`src/rtl/ldst_pkg.sv`:
```
package ldst_pkg;
  localparam int INSTR_W = 16;
  localparam int OPC_W   = 4;

  typedef enum logic [OPC_W-1:0] {
    OPC_LOAD   = 4'b0010,
    OPC_LOADP  = 4'b1010,
    OPC_LOADB  = 4'b0110,
    OPC_ADDR   = 4'b1110,
    OPC_STORE  = 4'b0011,
    OPC_STOREP = 4'b1011,
    OPC_STOREB = 4'b0111
  } opcode_e;

  typedef enum logic [1:0] {
    ST_IDLE,
    ST_PTR,
    ST_DATA,
    ST_FIN
  } seqState_e;

  typedef struct packed {
    logic capture;
    logic useBase;
    logic ptrToAddr;
    logic rdToResult;
  } ctrlStrobes_t;
endpackage

```
`src/rtl/ldst_ctrl.sv`:
```
module ldst_ctrl
  import ldst_pkg::*;
(
  input  logic               clk,
  input  logic               rstN,
  input  logic               start,
  input  logic [OPC_W-1:0]   opcode,
  input  logic               memReady,
  output ctrlStrobes_t       strobes,
  output logic               memReq,
  output logic               memWe,
  output logic               done,
  output logic               wbEn,
  output logic               flagsEn
);
  seqState_e state, stateNxt;
  logic storeQ, leaQ;
  logic legal, isBase, isPtr, isStore, isLea;

  always_comb begin
    legal = 1'b1; isBase = 1'b0; isPtr = 1'b0; isStore = 1'b0; isLea = 1'b0;
    case (opcode)
      OPC_LOAD:   ;
      OPC_LOADP:  isPtr = 1'b1;
      OPC_LOADB:  isBase = 1'b1;
      OPC_ADDR:   isLea = 1'b1;
      OPC_STORE:  isStore = 1'b1;
      OPC_STOREP: begin isStore = 1'b1; isPtr = 1'b1; end
      OPC_STOREB: begin isStore = 1'b1; isBase = 1'b1; end
      default:    legal = 1'b0;
    endcase
  end

  logic accept;
  assign accept = start && (state == ST_IDLE) && legal;

  always_comb begin
    stateNxt = state;
    case (state)
      ST_IDLE: if (accept) stateNxt = isLea ? ST_FIN : (isPtr ? ST_PTR : ST_DATA);
      ST_PTR:  if (memReady) stateNxt = ST_DATA;
      ST_DATA: if (memReady) stateNxt = ST_FIN;
      ST_FIN:  stateNxt = ST_IDLE;
      default: stateNxt = ST_IDLE;
    endcase
  end

  always_ff @(posedge clk or negedge rstN) begin
    if (!rstN) begin
      state  <= ST_IDLE;
      storeQ <= 1'b0;
      leaQ   <= 1'b0;
    end else begin
      state <= stateNxt;
      if (accept) begin
        storeQ <= isStore;
        leaQ   <= isLea;
      end
    end
  end

  always_comb begin
    strobes.capture    = accept;
    strobes.useBase    = isBase;
    strobes.ptrToAddr  = (state == ST_PTR) && memReady;
    strobes.rdToResult = (state == ST_DATA) && memReady && !storeQ;
  end

  assign memReq  = (state == ST_PTR) || (state == ST_DATA);
  assign memWe   = (state == ST_DATA) && storeQ;
  assign done    = (state == ST_FIN);
  assign wbEn    = done && (!storeQ || leaQ);
  assign flagsEn = wbEn;
endmodule

```
`src/rtl/ldst_dp.sv`:
```
module ldst_dp
  import ldst_pkg::*;
#(
  parameter int DATA_W     = 16,
  parameter int IDX_W      = 3,
  parameter int PC_OFF_W   = 9,
  parameter int BASE_OFF_W = 6
) (
  input  logic               clk,
  input  logic               rstN,
  input  ctrlStrobes_t       strobes,
  input  logic [INSTR_W-1:0] instr,
  input  logic [DATA_W-1:0]  pcNext,
  input  logic [DATA_W-1:0]  baseVal,
  input  logic [DATA_W-1:0]  srcVal,
  input  logic [DATA_W-1:0]  memRdata,
  output logic [DATA_W-1:0]  memAddr,
  output logic [DATA_W-1:0]  memWdata,
  output logic [IDX_W-1:0]   wbIdx,
  output logic [DATA_W-1:0]  wbData,
  output logic [2:0]         flags
);
  localparam int DST_LSB = INSTR_W - OPC_W - IDX_W;

  logic [DATA_W-1:0] pcOff, baseOff, effAddr;
  logic [DATA_W-1:0] addrQ, resultQ, srcQ;
  logic [IDX_W-1:0]  dstQ;

  assign pcOff   = {{(DATA_W-PC_OFF_W){instr[PC_OFF_W-1]}}, instr[PC_OFF_W-1:0]};
  assign baseOff = {{(DATA_W-BASE_OFF_W){instr[BASE_OFF_W-1]}}, instr[BASE_OFF_W-1:0]};
  assign effAddr = strobes.useBase ? (baseVal + baseOff) : (pcNext + pcOff);

  always_ff @(posedge clk or negedge rstN) begin
    if (!rstN) begin
      addrQ   <= '0;
      resultQ <= '0;
      srcQ    <= '0;
      dstQ    <= '0;
    end else begin
      if (strobes.capture) begin
        addrQ   <= effAddr;
        resultQ <= effAddr;
        srcQ    <= srcVal;
        dstQ    <= instr[DST_LSB +: IDX_W];
      end
      if (strobes.ptrToAddr)  addrQ   <= memRdata;
      if (strobes.rdToResult) resultQ <= memRdata;
    end
  end

  assign memAddr  = addrQ;
  assign memWdata = srcQ;
  assign wbIdx    = dstQ;
  assign wbData   = resultQ;

  always_comb begin
    flags[2] = resultQ[DATA_W-1];
    flags[1] = (resultQ == '0);
    flags[0] = !resultQ[DATA_W-1] && (resultQ != '0);
  end
endmodule

```
`src/rtl/ldst_sequencer.sv`:
```
module ldst_sequencer
  import ldst_pkg::*;
#(
  parameter int DATA_W = 16,
  parameter int IDX_W  = 3
) (
  input  logic               clk,
  input  logic               rstN,
  input  logic               start,
  input  logic [INSTR_W-1:0] instr,
  input  logic [DATA_W-1:0]  pcNext,
  input  logic [DATA_W-1:0]  baseVal,
  input  logic [DATA_W-1:0]  srcVal,
  output logic               memReq,
  output logic               memWe,
  output logic [DATA_W-1:0]  memAddr,
  output logic [DATA_W-1:0]  memWdata,
  input  logic [DATA_W-1:0]  memRdata,
  input  logic               memReady,
  output logic               done,
  output logic               wbEn,
  output logic [IDX_W-1:0]   wbIdx,
  output logic [DATA_W-1:0]  wbData,
  output logic               flagsEn,
  output logic [2:0]         flags
);
  ctrlStrobes_t strobes;

  ldst_ctrl ctrl_i (
    .clk(clk), .rstN(rstN), .start(start),
    .opcode(instr[INSTR_W-1 -: OPC_W]), .memReady(memReady),
    .strobes(strobes), .memReq(memReq), .memWe(memWe),
    .done(done), .wbEn(wbEn), .flagsEn(flagsEn)
  );

  ldst_dp #(.DATA_W(DATA_W), .IDX_W(IDX_W)) dp_i (
    .clk(clk), .rstN(rstN), .strobes(strobes), .instr(instr),
    .pcNext(pcNext), .baseVal(baseVal), .srcVal(srcVal),
    .memRdata(memRdata), .memAddr(memAddr), .memWdata(memWdata),
    .wbIdx(wbIdx), .wbData(wbData), .flags(flags)
  );
endmodule

```
`config.mk`:
```
export PLATFORM = sky130hd
export DESIGN_NAME = ldst_sequencer
export DESIGN_NICKNAME = d
export VERILOG_FILES = /design/src/rtl/ldst_pkg.sv /design/src/rtl/ldst_ctrl.sv /design/src/rtl/ldst_dp.sv /design/src/rtl/ldst_sequencer.sv
export SDC_FILE = /design/constraint.sdc
export NUM_CORES = 1
export LEC_CHECK = 0
export BUFFER_PORTS_ARGS = -buffer_cell sky130_fd_sc_hd__buf_2
export CORE_UTILIZATION = 50
export CTS_BUF_LIST = sky130_fd_sc_hd__clkbuf_8
export DETAILED_ROUTE_END_ITERATION = 8
export MAX_ROUTING_LAYER = met4
export PLACE_DENSITY = 0.8
export SLEW_MARGIN = 20
export SYNTH_ARGS = -nofsm -noshare
export SYNTH_HDL_FRONTEND = slang
export SYNTH_SLANG_ARGS = --single-unit
```
`constraint.sdc`:
```
create_clock -name clk -period 2.2 [get_ports clk]
set_input_delay 0.44 -clock clk [delete_from_list [all_inputs] [get_ports clk]]
set_output_delay 0.44 -clock clk [all_outputs]
set_load 0.05 [all_outputs]
```
# Yosys cells after proc, flatten, opt, wreduce, memory -nomap -nowiden
# Index checks and enable logic that the tools add are counted.
totals:
  mem_bits_ro: 0
  reg_bits: 55
  ramBits: 0
  wordCells: 59
  memories: 0
  latch_bits: 0
classes:
  div: 0
  addsub: 2
  mul: 0
  n_eq_ne: 13
  shift: 0
  n_lt_le_gt_ge: 0
  bitwise_logic: 0
  n_reduce_logical: 22
  mux: 15
ops:
  columns: ["cell", "n"]
  rows:
  - ["2-to-1 mux 16 bit", 4]
  - ["adder 16 bit", 2]
  - ["logical NOT 16 bit", 1]
  - ["nonzero test 16 bit", 1]
  - ["== test 4 bit, second input constant", 3]
  - ["2-to-1 mux 2 bit", 5]
  - ["== test 4 x 2 -> 1 bit, second input constant", 2]
  - ["== test 4 x 3 -> 1 bit, second input constant", 2]
  - ["logical AND 1 bit", 8]
  - ["one-hot mux 2 bit (4 select lines)", 1]
  - ["OR reduction 7 bit", 1]
  - ["2-to-1 mux 1 bit", 5]
  - ["== test 2 bit, second input constant", 2]
  - ["!= test 2 bit, second input constant", 2]
  - ["nonzero test 2 bit", 2]
  - ["OR reduction 2 bit", 2]
  - ["AND reduction 3 bit", 1]
  - ["OR reduction 3 bit", 1]
  - ["== test 2 x 1 -> 1 bit, second input constant", 1]
  - ["logical NOT 1 bit", 2]
  - ["logical NOT 2 bit", 1]
  - ["logical OR 1 bit", 2]
  - ["!= test 2 x 1 -> 1 bit, second input constant", 1]

# Longest topological paths before layout
logic_depth:
  word_depth: 7
  depth_mapped: 10
  depth_no_buf: 9

# Cells and area by module
# A second synthesis with hierarchy kept.
unflattened:
  hier_cells: 475
  area_unflattened_um2: 4244.1
by_module_without_submodules:
  columns: ["mod", "cells_per_inst", "area_each_um2", "n_inst"]
  rows:
  - ["ldst_dp", 435, 3910.0, 1]
  - ["ldst_ctrl", 40, 334.1, 1]

# Least setup slack after synthesis
# Ideal clock, no wire load.
synth_path:
  path_type: "register -> output"
  from: "register ctrl_i.state[1]"
  to: "output wbEn"
  stages_incl_launch_ff: 4
  t_arrival_ns: 2.490
  setup_slack_ns: -0.730
  cell_sequence: "dfrtp_1 -> ha_1 -> a21boi_0 -> buf_4"
synth_via:
  elab_chain_cells: 2
synth_lines:
  columns: ["element", "line", "source"]
  rows:
  - ["start: declaration", "ldst_ctrl.sv:16", "seqState_e state, stateNxt;"]
  - ["start signal: assignment", "ldst_ctrl.sv:54", "state <= stateNxt;"]
  - ["== test 2 bit", "ldst_ctrl.sv:71", "assign done = (state == ST_FIN);"]
  - ["via done", "ldst_sequencer.sv:20", "output logic done,"]
  - ["logical AND 1 bit", "ldst_ctrl.sv:72", "assign wbEn = done && (!storeQ || leaQ);"]
  - ["end: declaration", "ldst_sequencer.sv:21", "output logic wbEn,"]
# The timed path passes the listed nets, and every way through them passes these cells.

# Worst setup path in the final report
layout_path:
  from: "input instr[0]"
  to: "register dp_i.resultQ[14], in the netlist dp_i.wbData[14]"
layout_via:
  elab_chain_cells: 4
layout_lines:
  columns: ["element", "line", "source"]
  rows:
  - ["start: declaration", "ldst_sequencer.sv:10", "input logic [INSTR_W-1:0] instr,"]
  - ["adder 16 bit", "ldst_dp.sv:31", "assign effAddr = strobes.useBase ? (baseVal + baseOff) : (pcNext + pcOff);"]
  - ["2-to-1 mux 16 bit *", "ldst_dp.sv:31", null]
  - ["2-to-1 mux 16 bit *", "ldst_dp.sv:40", "if (strobes.capture) begin"]
  - ["2-to-1 mux 16 bit *", "ldst_dp.sv:47", "if (strobes.rdToResult) resultQ <= memRdata;"]
  - ["end signal: assignment", "ldst_dp.sv:42", "resultQ <= effAddr;"]
  - ["end signal: assignment", "ldst_dp.sv:47", null]
  - ["end: declaration", "ldst_dp.sv:26", "logic [DATA_W-1:0] addrQ, resultQ, srcQ;"]
# Every way passes the cells marked *; elsewhere a longest branch is shown, timed or not. The select of a mux whose other input is x is not followed.
# A chain may end at the register's enable or synchronous reset.

==> impl_table.tex <==
\begin{tabular}{lr}
\hline
Metric & Value \\
\hline
\multicolumn{2}{l}{\textbf{STA}} \\
Final Worst Setup Slack & -0.0876 ns \\
Min Clock Period, post-route & 2.29 ns \\
Final hold violation count & 0 \\
Count of final setup violators & 5 \\
Clock skew after layout & 0.00921 ns \\
Post-route setup TNS & -0.304 ns \\
Highest clock rate & 437 MHz \\
Final Max Tran Viols & 0 \\
Measured slew at the worst slew-check pin & 0.478 ns \\
RSZ-0062 raised after global routing & true \\
Post-route fraction of the period consumed by the critical path & 1.04 \\
Worst slew margin & 0.678 \\
\multicolumn{2}{l}{\textbf{Final layout}} \\
Area growth from synthesis to final layout & 45.4\% \\
Fraction of the core area covered by cells at the end of the flow & 0.751 \\
Commonest cells after routing, fill and taps aside & sky130\_fd\_sc\_hd\_\_buf\_2, sky130\_fd\_sc\_hd\_\_nand2\_1, sky130\_fd\_sc\_hd\_\_buf\_4 \\
Number of fill cells & 624 \\
Final Net Count & 820 \\
Area used by multi-input combinational logic & 2690 um2 \\
Post-Layout Inst Area & 5800 um2 \\
Sequential cell area & 1380 um2 \\
Antenna fix cells & 0 \\
Ratio of cells with drive above 1 in the final layout & 0.401 \\
Leading cell type in the layout, fill and taps excluded & sky130\_fd\_sc\_hd\_\_buf\_2 \\
\multicolumn{2}{l}{\textbf{Worst setup path}} \\
Critical register-to-register path endpoint & dp\_i.wbData[14] \\
Startpoint type of the worst setup path & input pin \\
FF-to-FF path depth & 8 \\
Critical path's largest stage delay & 0.33 ns \\
Worst R2R Start & ctrl\_i.state[0] \\
Largest fanout on the critical path & 3 \\
Total buffers and inverters traversed by the critical path & 1 \\
Flop2flop setup slack & 0.13 ns \\
Critical path data required time & 2.40 ns \\
Ordered cell list for the critical path & buf\_8 -> ha\_4 -> fa\_2 -> a21o\_1 -> a221oi\_4 -> o21ai\_4 -> a31oi\_4 -> mux2i\_2 -> a311oi\_2 -> a22o\_1 \\
CP arrival & 2.48 ns \\
Critical-path top delay cell & sky130\_fd\_sc\_hd\_\_fa\_2 \\
Kind of cell adding the most delay to the critical path & compound AO/OA/AOI/OAI gates \\
Worst Setup End Kind & flop \\
Kind of critical path & input pin to flop \\
Critical path launch point & instr[0] \\
\multicolumn{2}{l}{\textbf{Placed design}} \\
Placed cell areas & 5470 um2 \\
Buffers added on ports & 142 \\
Post-detail-place hpwl & 9770 um \\
Final weighted congestion in routability-driven placement & 0.875 \\
Pre-CTS setup slack & -0.528 ns \\
\multicolumn{2}{l}{\textbf{Power and ir drop}} \\
Net switching power & 0.00393 W \\
Combinational cell fraction of total power & 0.641 \\
Leakage power summed over all cells & 2.96 nW \\
Maximum ir drop on the vdd rail & 0.495 mV \\
Total power density per cell area & 1230 nW/um2 \\
Internal Power & 0.00320 W \\
Share of total power in sequential cells & 0.265 \\
Switching fraction of total power & 0.551 \\
Portion of total power attributed to the clock network & 0.095 \\
\multicolumn{2}{l}{\textbf{Routing}} \\
\# DRC & 0 \\
Detailed Route WL & 12100 um \\
Routed vias & 4380 \\
Number of DRC markers after the initial detailed-route iteration & 187 \\
Number of vias per cell after detailed routing & 5.46 \\
Average wire per standard cell & 15.1 um \\
ANT nets after route & 0 \\
DR pass1 iterations & 5 \\
\multicolumn{2}{l}{\textbf{Logic synthesis}} \\
Total of flip-flops plus latches after synthesis & 55 \\
Synth Flop Type & sky130\_fd\_sc\_hd\_\_dfrtp\_1 \\
Synth unique cells & 51 \\
Gate Count Post-Synth & 480 \\
Async SR Flop Fraction & 1.00 \\
Sequential share of the synthesized area & 0.345 \\
Post-synthesis instance area & 3990 um2 \\
Synth Net Count & 601 \\
Number of warning messages in the yosys log & 0 \\
Number of enable flip-flop cells after synthesis & 0 \\
Average cell area after synthesis & 8.32 um2 \\
\multicolumn{2}{l}{\textbf{Die}} \\
Area of the core region & 7730 um2 \\
Die Width & 91.4 um \\
Core Rows & 32 \\
Die ar. & 8350 um2 \\
Die Height & 91.4 um \\
IO Count & 143 \\
Starting Density & 0.517 \\
\multicolumn{2}{l}{\textbf{Flow run}} \\
Max-cap violation count & 0 \\
\multicolumn{2}{l}{\textbf{Global routing}} \\
Number of global-route vias before repair & 4285 \\
Maximum number of pins on one net before global-route repair & 50 \\
Number of antenna violations at the first check in global routing & 0 \\
All-Layer GR Usage & 0.299 \\
Overflow after GRT & 0 \\
Global-route wire length before repair & 19500 um \\
\multicolumn{2}{l}{\textbf{Worst hold path}} \\
Number of instances on the worst hold path & 3 \\
Startpoint of the lowest-slack hold path & srcVal[2] \\
Min-delay worst type & input pin to flop \\
Worst-case hold path end point & dp\_i.memWdata[2] \\
\multicolumn{2}{l}{\textbf{Clock tree}} \\
H-tree depth & 2 \\
Clock tree from TritonCTS & built \\
Buffer cell driving the clock tree root & sky130\_fd\_sc\_hd\_\_clkbuf\_8 \\
CTS clk-pin slew, worst paths & 0.10 ns \\
Number of CTS-inserted buffers & 5 \\
Clock latency of the later-clocked register in the worst-skew pair & 0.31 ns \\
Largest buffer count on any clock path & 2 \\
Number of clock sinks & 55 \\
\multicolumn{2}{l}{\textbf{Run status}} \\
Violated checks & negative setup slack \\
Status & finished with violations \\
\hline
\end{tabular}
## how the worst max path moves through the flow
stage / end / slack, ns / cells past startpoint
2_1_floorplan: dp_i.memAddr[14] / -0.21 / 9
3_3_place_gp: dp_i.wbData[14] / -0.47 / 10
3_5_place_dp: dp_i.memAddr[14] / -0.53 / 10
4_1_cts: dp_i.wbData[14] / -0.06 / 10
5_1_grt: dp_i.wbData[14] / -0.17 / 10
6_report: dp_i.wbData[14] / -0.09 / 10
## power groups by stage
stage	registers [W]	logic, W	clock network (W)
after global placement	0.00187	0.00438	0
after detailed placement	0.00190	0.00447	0
after CTS	0.00188	0.00451	0.000689
final	0.00189	0.00457	0.000676
after floorplan	0.00353	0.00159	0
after global routing	0.00195	0.00486	0.000730
## routing by layer
layer	vias to the layer above	wire length [um]	global-route usage
li1	2130	-	-
met1	2060	5010	0.355
met2	171	6280	0.534
met3	19	579	0.0276
met4	0	224	0.0966
met5	-	0	-
## worst min-delay path, cell delays in order
cell and delay, ns:
sky130_fd_sc_hd__buf_2 0.08, sky130_fd_sc_hd__nand2_1 0.04, sky130_fd_sc_hd__nand2_1 0.04
## per-stage QoR
stage | power, W | hold slack, ns | std cells
after floorplan | 0.00512 | 0.144 | 480
after global placement | 0.00625 | 0.291 | 789
after detailed placement | 0.00637 | 0.300 | 789
after CTS | 0.00708 | 0.311 | 799
after global routing | 0.00754 | 0.325 | 802
final | 0.00714 | 0.315 | 802
## timing repair
action / 4_1_cts / 5_1_grt
hold buffers: 1 / 0
pin swaps: 12 / 16
hold endpoints to repair: 7 / 0
resized for setup: 11 / 26
buffers inserted: 1 / 4
setup endpoints to repair: 10 / 19
## synth_stat cells, drive strengths merged, types with 2 or more instances
cell,number,share of area
nor2,54,0.051
o21bai,4,0.0075
a31oi,2,0.0069
o22ai,5,0.0078
a21boi,4,0.0075
fa,2,0.010
a2bb2oi,4,0.0088
o41ai,2,0.0081
o21ai,31,0.040
nand3,14,0.018
a311oi,2,0.0075
o31ai,11,0.021
inv,7,0.0066
and3,3,0.0047
buf,8,0.010
mux2i,2,0.0050
a211oi,10,0.019
and2,5,0.0078
o211ai,5,0.011
nor4,4,0.0063
a21oi,28,0.035
nor2b,2,0.0031
ha,35,0.11
xnor2,14,0.031
nand4,3,0.0047
xor2,13,0.029
a21o,7,0.013
dfrtp,55,0.34
clkbuf,15,0.014
a22o,10,0.022
nor3,2,0.0025
nand2b,2,0.0031
nand2,103,0.097
o21a,2,0.0038
## state kept, by name (all words and copies together) (netlist names)
name	flops
dp_i.memWdata	16
dp_i.wbData	16
dp_i.wbIdx	3
ctrl_i.leaQ	1
ctrl_i.storeQ	1
dp_i.memAddr	16
ctrl_i.state	2
## cell type report
cell class	count	share of cell area
Multi-Input combinational cell	395	0.463
Timing Repair Buffer	235	0.253
Sequential cell	55	0.237
Tap cell	102	0.0220
Clock buffer	5	0.0119
Clock inverter	3	0.00798
Inverter	7	0.00453
## cells by family after synthesis
kind of cell | share of synthesized area
fa+ha+maj | 0.120
xor+xnor | 0.0592
compound gates | 0.234
mux | 0.00783
flops | 0.345
buf+inv | 0.0313
simple gates | 0.203
Power figures use the tool's default switching activity.
